[src/rtl/sgp_pkg.sv]
package sgp_pkg;

    // Control states of the serial port
    typedef enum logic [1:0] {
        PS_IDLE   = 2'd0,   // not selected
        PS_SHIFT  = 2'd1,   // selected, shifting
        PS_COMMIT = 2'd2    // one cycle: transfer frame to gain outputs
    } port_state_e;

endpackage

[src/rtl/sgp_sync.sv]
module sgp_sync #(
    parameter int              W       = 1,
    parameter int              STAGES  = 2,
    parameter logic [W-1:0]    RST_VAL = '0
) (
    input  logic         clk,
    input  logic         rst_n,
    input  logic [W-1:0] d_i,
    output logic [W-1:0] q_o
);

    logic [W-1:0] stage_q [STAGES];

    generate
        for (genvar s = 0; s < STAGES; s++) begin : g_stage
            if (s == 0) begin : g_first
                always_ff @(posedge clk or negedge rst_n) begin
                    if (!rst_n) stage_q[s] <= RST_VAL;
                    else        stage_q[s] <= d_i;
                end
            end else begin : g_next
                always_ff @(posedge clk or negedge rst_n) begin
                    if (!rst_n) stage_q[s] <= RST_VAL;
                    else        stage_q[s] <= stage_q[s-1];
                end
            end
        end
    endgenerate

    assign q_o = stage_q[STAGES-1];

endmodule

[src/rtl/sgp_edge.sv]
module sgp_edge #(
    parameter int           W       = 1,
    parameter logic [W-1:0] RST_VAL = '0
) (
    input  logic         clk,
    input  logic         rst_n,
    input  logic [W-1:0] lvl_i,
    output logic [W-1:0] rise_o,
    output logic [W-1:0] fall_o
);

    logic [W-1:0] prev_q;

    always_ff @(posedge clk or negedge rst_n) begin
        if (!rst_n) prev_q <= RST_VAL;
        else        prev_q <= lvl_i;
    end

    assign rise_o = lvl_i & ~prev_q;
    assign fall_o = ~lvl_i & prev_q;

endmodule

[src/rtl/sgp_shift.sv]
module sgp_shift #(
    parameter int FRAME_W = 16
) (
    input  logic               clk,
    input  logic               rst_n,
    input  logic               shift_en_i,   // selected rising serial edge
    input  logic               drive_en_i,   // selected falling serial edge
    input  logic               bit_i,
    output logic [FRAME_W-1:0] frame_o,
    output logic               sdo_o
);

    logic [FRAME_W-1:0] sr_q;
    logic               out_q;

    // Shift register keeps its contents across windows
    always_ff @(posedge clk or negedge rst_n) begin
        if (!rst_n)          sr_q <= '0;
        else if (shift_en_i) sr_q <= {sr_q[FRAME_W-2:0], bit_i};
    end

    // Far-end bit presented on the falling edge for the next device
    always_ff @(posedge clk or negedge rst_n) begin
        if (!rst_n)          out_q <= 1'b0;
        else if (drive_en_i) out_q <= sr_q[FRAME_W-1];
    end

    assign frame_o = sr_q;
    assign sdo_o   = out_q;

endmodule

[src/rtl/sgp_fsm.sv]
module sgp_fsm
    import sgp_pkg::*;
(
    input  logic clk,
    input  logic rst_n,
    input  logic sel_n_i,     // synchronised select, active low
    output logic active_o,
    output logic commit_o
);

    port_state_e state_q, state_d;

    // Next-state decode
    always_comb begin
        state_d = state_q;
        unique case (state_q)
            PS_IDLE:   if (!sel_n_i) state_d = PS_SHIFT;
            PS_SHIFT:  if (sel_n_i)  state_d = PS_COMMIT;
            PS_COMMIT: state_d = sel_n_i ? PS_IDLE : PS_SHIFT;
            default:   state_d = PS_IDLE;
        endcase
    end

    // State register
    always_ff @(posedge clk or negedge rst_n) begin
        if (!rst_n) state_q <= PS_IDLE;
        else        state_q <= state_d;
    end

    // Output decode
    always_comb begin
        active_o = 1'b0;
        commit_o = 1'b0;
        unique case (state_q)
            PS_IDLE:   ;
            PS_SHIFT:  active_o = 1'b1;
            PS_COMMIT: commit_o = 1'b1;
            default:   ;
        endcase
    end

endmodule

[src/rtl/sgp_gain_port.sv]
module sgp_gain_port #(
    parameter int CODE_W      = 8,
    parameter int SYNC_STAGES = 2
) (
    input  logic              clk,
    input  logic              rst_n,
    input  logic              csn_i,
    input  logic              sclk_i,
    input  logic              sdi_i,
    output logic              sdo_o,
    output logic              sdo_oe_o,
    output logic [CODE_W-1:0] right_gain_o,
    output logic              right_upd_o,
    output logic [CODE_W-1:0] left_gain_o,
    output logic              left_upd_o
);

    localparam int FRAME_W = 2 * CODE_W;
    localparam int PIN_N   = 3;
    localparam int SEL_IX  = 2;
    localparam int CLK_IX  = 1;
    localparam int DAT_IX  = 0;

    logic [PIN_N-1:0]   pins_s;
    logic [1:0]         edge_rise, edge_fall;
    logic               active, commit;
    logic [FRAME_W-1:0] frame;
    logic [CODE_W-1:0]  right_q, left_q;
    logic               upd_q;

    // Select idles high, clock and data low
    sgp_sync #(
        .W       (PIN_N),
        .STAGES  (SYNC_STAGES),
        .RST_VAL (3'b100)
    ) u_sync (
        .clk   (clk),
        .rst_n (rst_n),
        .d_i   ({csn_i, sclk_i, sdi_i}),
        .q_o   (pins_s)
    );

    // Edge detection on the serial clock (bit 0) and select (bit 1)
    sgp_edge #(
        .W       (2),
        .RST_VAL (2'b10)
    ) u_edge (
        .clk    (clk),
        .rst_n  (rst_n),
        .lvl_i  ({pins_s[SEL_IX], pins_s[CLK_IX]}),
        .rise_o (edge_rise),
        .fall_o (edge_fall)
    );

    sgp_fsm u_fsm (
        .clk      (clk),
        .rst_n    (rst_n),
        .sel_n_i  (pins_s[SEL_IX]),
        .active_o (active),
        .commit_o (commit)
    );

    sgp_shift #(
        .FRAME_W (FRAME_W)
    ) u_shift (
        .clk        (clk),
        .rst_n      (rst_n),
        .shift_en_i (active & edge_rise[0]),
        .drive_en_i (active & edge_fall[0]),
        .bit_i      (pins_s[DAT_IX]),
        .frame_o    (frame),
        .sdo_o      (sdo_o)
    );

    // Gain transfer: first byte is right, second byte is left
    always_ff @(posedge clk or negedge rst_n) begin
        if (!rst_n) begin
            right_q <= '0;
            left_q  <= '0;
            upd_q   <= 1'b0;
        end else begin
            upd_q <= commit;
            if (commit) begin
                right_q <= frame[FRAME_W-1:CODE_W];
                left_q  <= frame[CODE_W-1:0];
            end
        end
    end

    assign sdo_oe_o     = active;
    assign right_gain_o = right_q;
    assign left_gain_o  = left_q;
    assign right_upd_o  = upd_q;
    assign left_upd_o   = upd_q;

endmodule

[config.mk]
export PLATFORM = sky130hd
export DESIGN_NAME = sgp_gain_port
export DESIGN_NICKNAME = d
export VERILOG_FILES = /design/src/rtl/sgp_pkg.sv /design/src/rtl/sgp_sync.sv /design/src/rtl/sgp_edge.sv /design/src/rtl/sgp_shift.sv /design/src/rtl/sgp_fsm.sv /design/src/rtl/sgp_gain_port.sv
export SDC_FILE = /design/constraint.sdc
export NUM_CORES = 1
export LEC_CHECK = 0
export ABC_AREA = 1
export BUFFER_PORTS_ARGS = -buffer_cell sky130_fd_sc_hd__buf_4
export CORE_MARGIN = 8
export CORE_UTILIZATION = 45
export CTS_CLUSTER_DIAMETER = 150
export DETAILED_ROUTE_END_ITERATION = 8
export GPL_ROUTABILITY_DRIVEN = 0
export GPL_TIMING_DRIVEN = 0
export PLACE_DENSITY = 0.67
export SKIP_LAST_GASP = 1
export SYNTH_ARGS = -nofsm -noshare
export SYNTH_HDL_FRONTEND = slang
export SYNTH_SLANG_ARGS = --single-unit
[constraint.sdc]
create_clock -name clk -period 1.07 [get_ports clk]
set_input_delay 0.214 -clock clk [delete_from_list [all_inputs] [get_ports clk]]
set_output_delay 0.214 -clock clk [all_outputs]
set_load 0.01 [all_outputs]
==> metrics <==
setup ws final -0.298 ns; total power 3.74 mW; worst-case clock buffer depth 2; vias in the first global route 1194; Pre-antenna DRT Iters 4; Synth async-reset ratio 1.00; Post-DRT Antenna Nets 0; synthesized area 0.00168 mm^2; failing checks setup timing; top routing layer used met4; layout cell share with drive strength beyond 1 0.341; Avg Cell Area, Syn 10.4 um^2; Tmin final 1.37 ns; worst skew pair latency 0.29 ns; Fin Setup TNS -1.64 ns; max frequency 731 MHz; die extent in y 77.1 um; # H-tree levels 2; Root Buffer clkbuf_8; maximum vdd drop 0.863 mV; CP Class reg -> out; part of the Yosys area used for sequential elements 0.641; power per standard cell area 1690 mW/mm^2; Relative slew margins 0.649; Worst setup EP type output port; synth-to-layout area growth 31.6%; Unique masters post-synth 19; antenna cells 0; Synth area leader dfrtp_1; R2R Path End u_shift.frame_o[13]; Clock Pin Slew Worst Setup and Hold Paths 0.08 ns; Port-buffer cells 24; Yosys top cell area share 0.610; top-count cell post-synth nand2_1; RSZ-0062 raised after global routing yes; # nets final 209; hold depth 1; Iteration-0 DRC Markers 72; max-slew violations 0; largest net degree at the start of global routing 44; # clock sinks 43; #FFs+latches synth 43; final number of setup-violating endpoints 21; Worst Hold Class in -> reg; Clock Skew 0.00575 ns; Synth warnings 0; ys flop type dfrtp_1; # rows 22; Tot GR Track Use 0.114; vias after detailed routing 1188; most frequent cells after synthesis nand2_1 (83), dfrtp_1 (41), nand3_2 (9), nand3_1 (8); Vias/cell 4.70; top cells by area, synth dfrtp_1 (61%), nand2_1 (19%), nand3_2 (5.4%), dfstp_2 (3.1%), nand3_1 (2.4%); Die Footprint 0.00595 mm^2; worst reg2reg path depth 7; status finished with violations; first-pass GRT wire length 5600 um; WL/cell 12.9 um; total grt overflow 0; routed wire length 3250 um; HP Start sdi_i; cts bufs inserted 5; max_cap viols 0; Lkg Pwr 1.19 nW; metal3 WL 174 um; I/O pin cnt 25; Horiz. Die Dim 77.1 um; Fin Hold WS 0.0287 ns; hold path endpoint u_sync.stage_q[3]; EDFF count, synth 0; Worst EP arrival 1.15 ns; RR Startpoint u_fsm.state_q[0]; Worst EP required 0.86 ns; number of remaining DRC errors 0; met2 wire length 1560 um; TritonCTS clock tree yes; nature of the critical path startpoint flop; final hold vios 0; Initial Utilization 0.463; Final period util 1.28; top fanout value on the critical path 2; met1 WL 1450 um; initial antenna violation count 0; Tightest Pin Transition 0.527 ns; Post-DP HPWL 1960 um; post-synthesis cell count 161; syn_nets 166; CORE AREA 0.00363 mm^2; R2R Setup Slk -0.10 ns
per-layer routing:
layer	vias to the layer above	GRT usage
met5	-	0
met4	0	0.0623
met3	9	0.0326
met2	30	0.176
met1	566	0.141
li1	583	-
worst max-delay path by stage:
stage | start | end | slack, ns
after floorplan | u_fsm.state_q[1] | sdo_oe_o | 0.02
after global placement | u_fsm.state_q[1] | sdo_oe_o | -0.14
after detailed placement | u_fsm.state_q[1] | sdo_oe_o | -0.15
after CTS | u_fsm.state_q[0] | sdo_oe_o | -0.30
after global routing | u_fsm.state_q[0] | sdo_oe_o | -0.33
final | u_fsm.state_q[0] | sdo_oe_o | -0.30
flip-flops by register name, indices dropped and copies added (netlist names):
register / count
left_gain_o: 8
left_upd_o: 1
right_gain_o: 8
u_edge.prev_q: 1
u_fsm.state_q: 2
u_shift.frame_o: 16
u_shift.sdo_o: 1
u_sync.q_o: 3
u_sync.stage_q: 3
worst max-delay path, stage by stage (launching register included):
cell     delay, ns
dfrtp_1       0.40
inv_2         0.08
nor2_4        0.05
buf_8         0.11
buf_12        0.11
buf_6         0.11
power breakdown:
| part | internal [mW] | switching, mW | total (mW) |
|---|---|---|---|
| registers | 1.79 | 0.117 | 1.91 |
| clock network | 0.755 | 0.520 | 1.27 |
| logic | 0.279 | 0.279 | 0.558 |
| total | 2.83 | 0.916 | 3.74 |
cells in the final DEF (no fill, tap or decap), types with 2 or more instances in the layout:
| cell type | instances |
|---|---|
| buf_6 | 7 |
| nand2_8 | 2 |
| nand2_1 | 83 |
| nor2_4 | 2 |
| inv_1 | 2 |
| buf_4 | 30 |
| buf_8 | 2 |
| nand3_2 | 11 |
| nand3_1 | 6 |
| dfrtp_1 | 40 |
| dfstp_2 | 2 |
| clkbuf_8 | 7 |
stage by stage:
stage / area (um^2) / setup WS, ns / utilization / instances
after floorplan: 1680 / 0.0192 / - / 161
after global placement: 1920 / -0.140 / 0.529 / 233
after detailed placement: 1920 / -0.154 / 0.529 / 233
after CTS: 2140 / -0.299 / 0.589 / 250
after global routing: 2210 / -0.326 / 0.609 / 253
final: 2210 / -0.298 / 0.609 / 253
cell type report:
type | count | area [um^2]
plain buffers | 6 | 82.6
inverters | 4 | 22.5
clock inverters | 2 | 35.0
repair buffers | 37 | 320
fillers | 306 | 1420
well taps | 48 | 60.1
clock buffers | 6 | 82.6
flip-flops and latches | 43 | 1080
multi-input cells | 107 | 531
cells by family (layout without fill, tap and decap cells):
group	count (synthesis)	in the layout	share of synthesized area
AOI/OAI and AO/OA	1	1	0.00297
DFF	43	43	0.641
buffers and inverters	11	55	0.0595
and+or+nand+nor	106	106	0.296
what timing repair did:
action	4_1_cts	5_1_grt
cloned	1	1
resized for setup	9	8
pin swaps	1	4
endpoints found under the hold margin	41	0
setup buffers	7	4
endpoints found under the setup margin	21	32
hold buffers	1	0
Note: power is estimated with default switching activity, not from simulation.
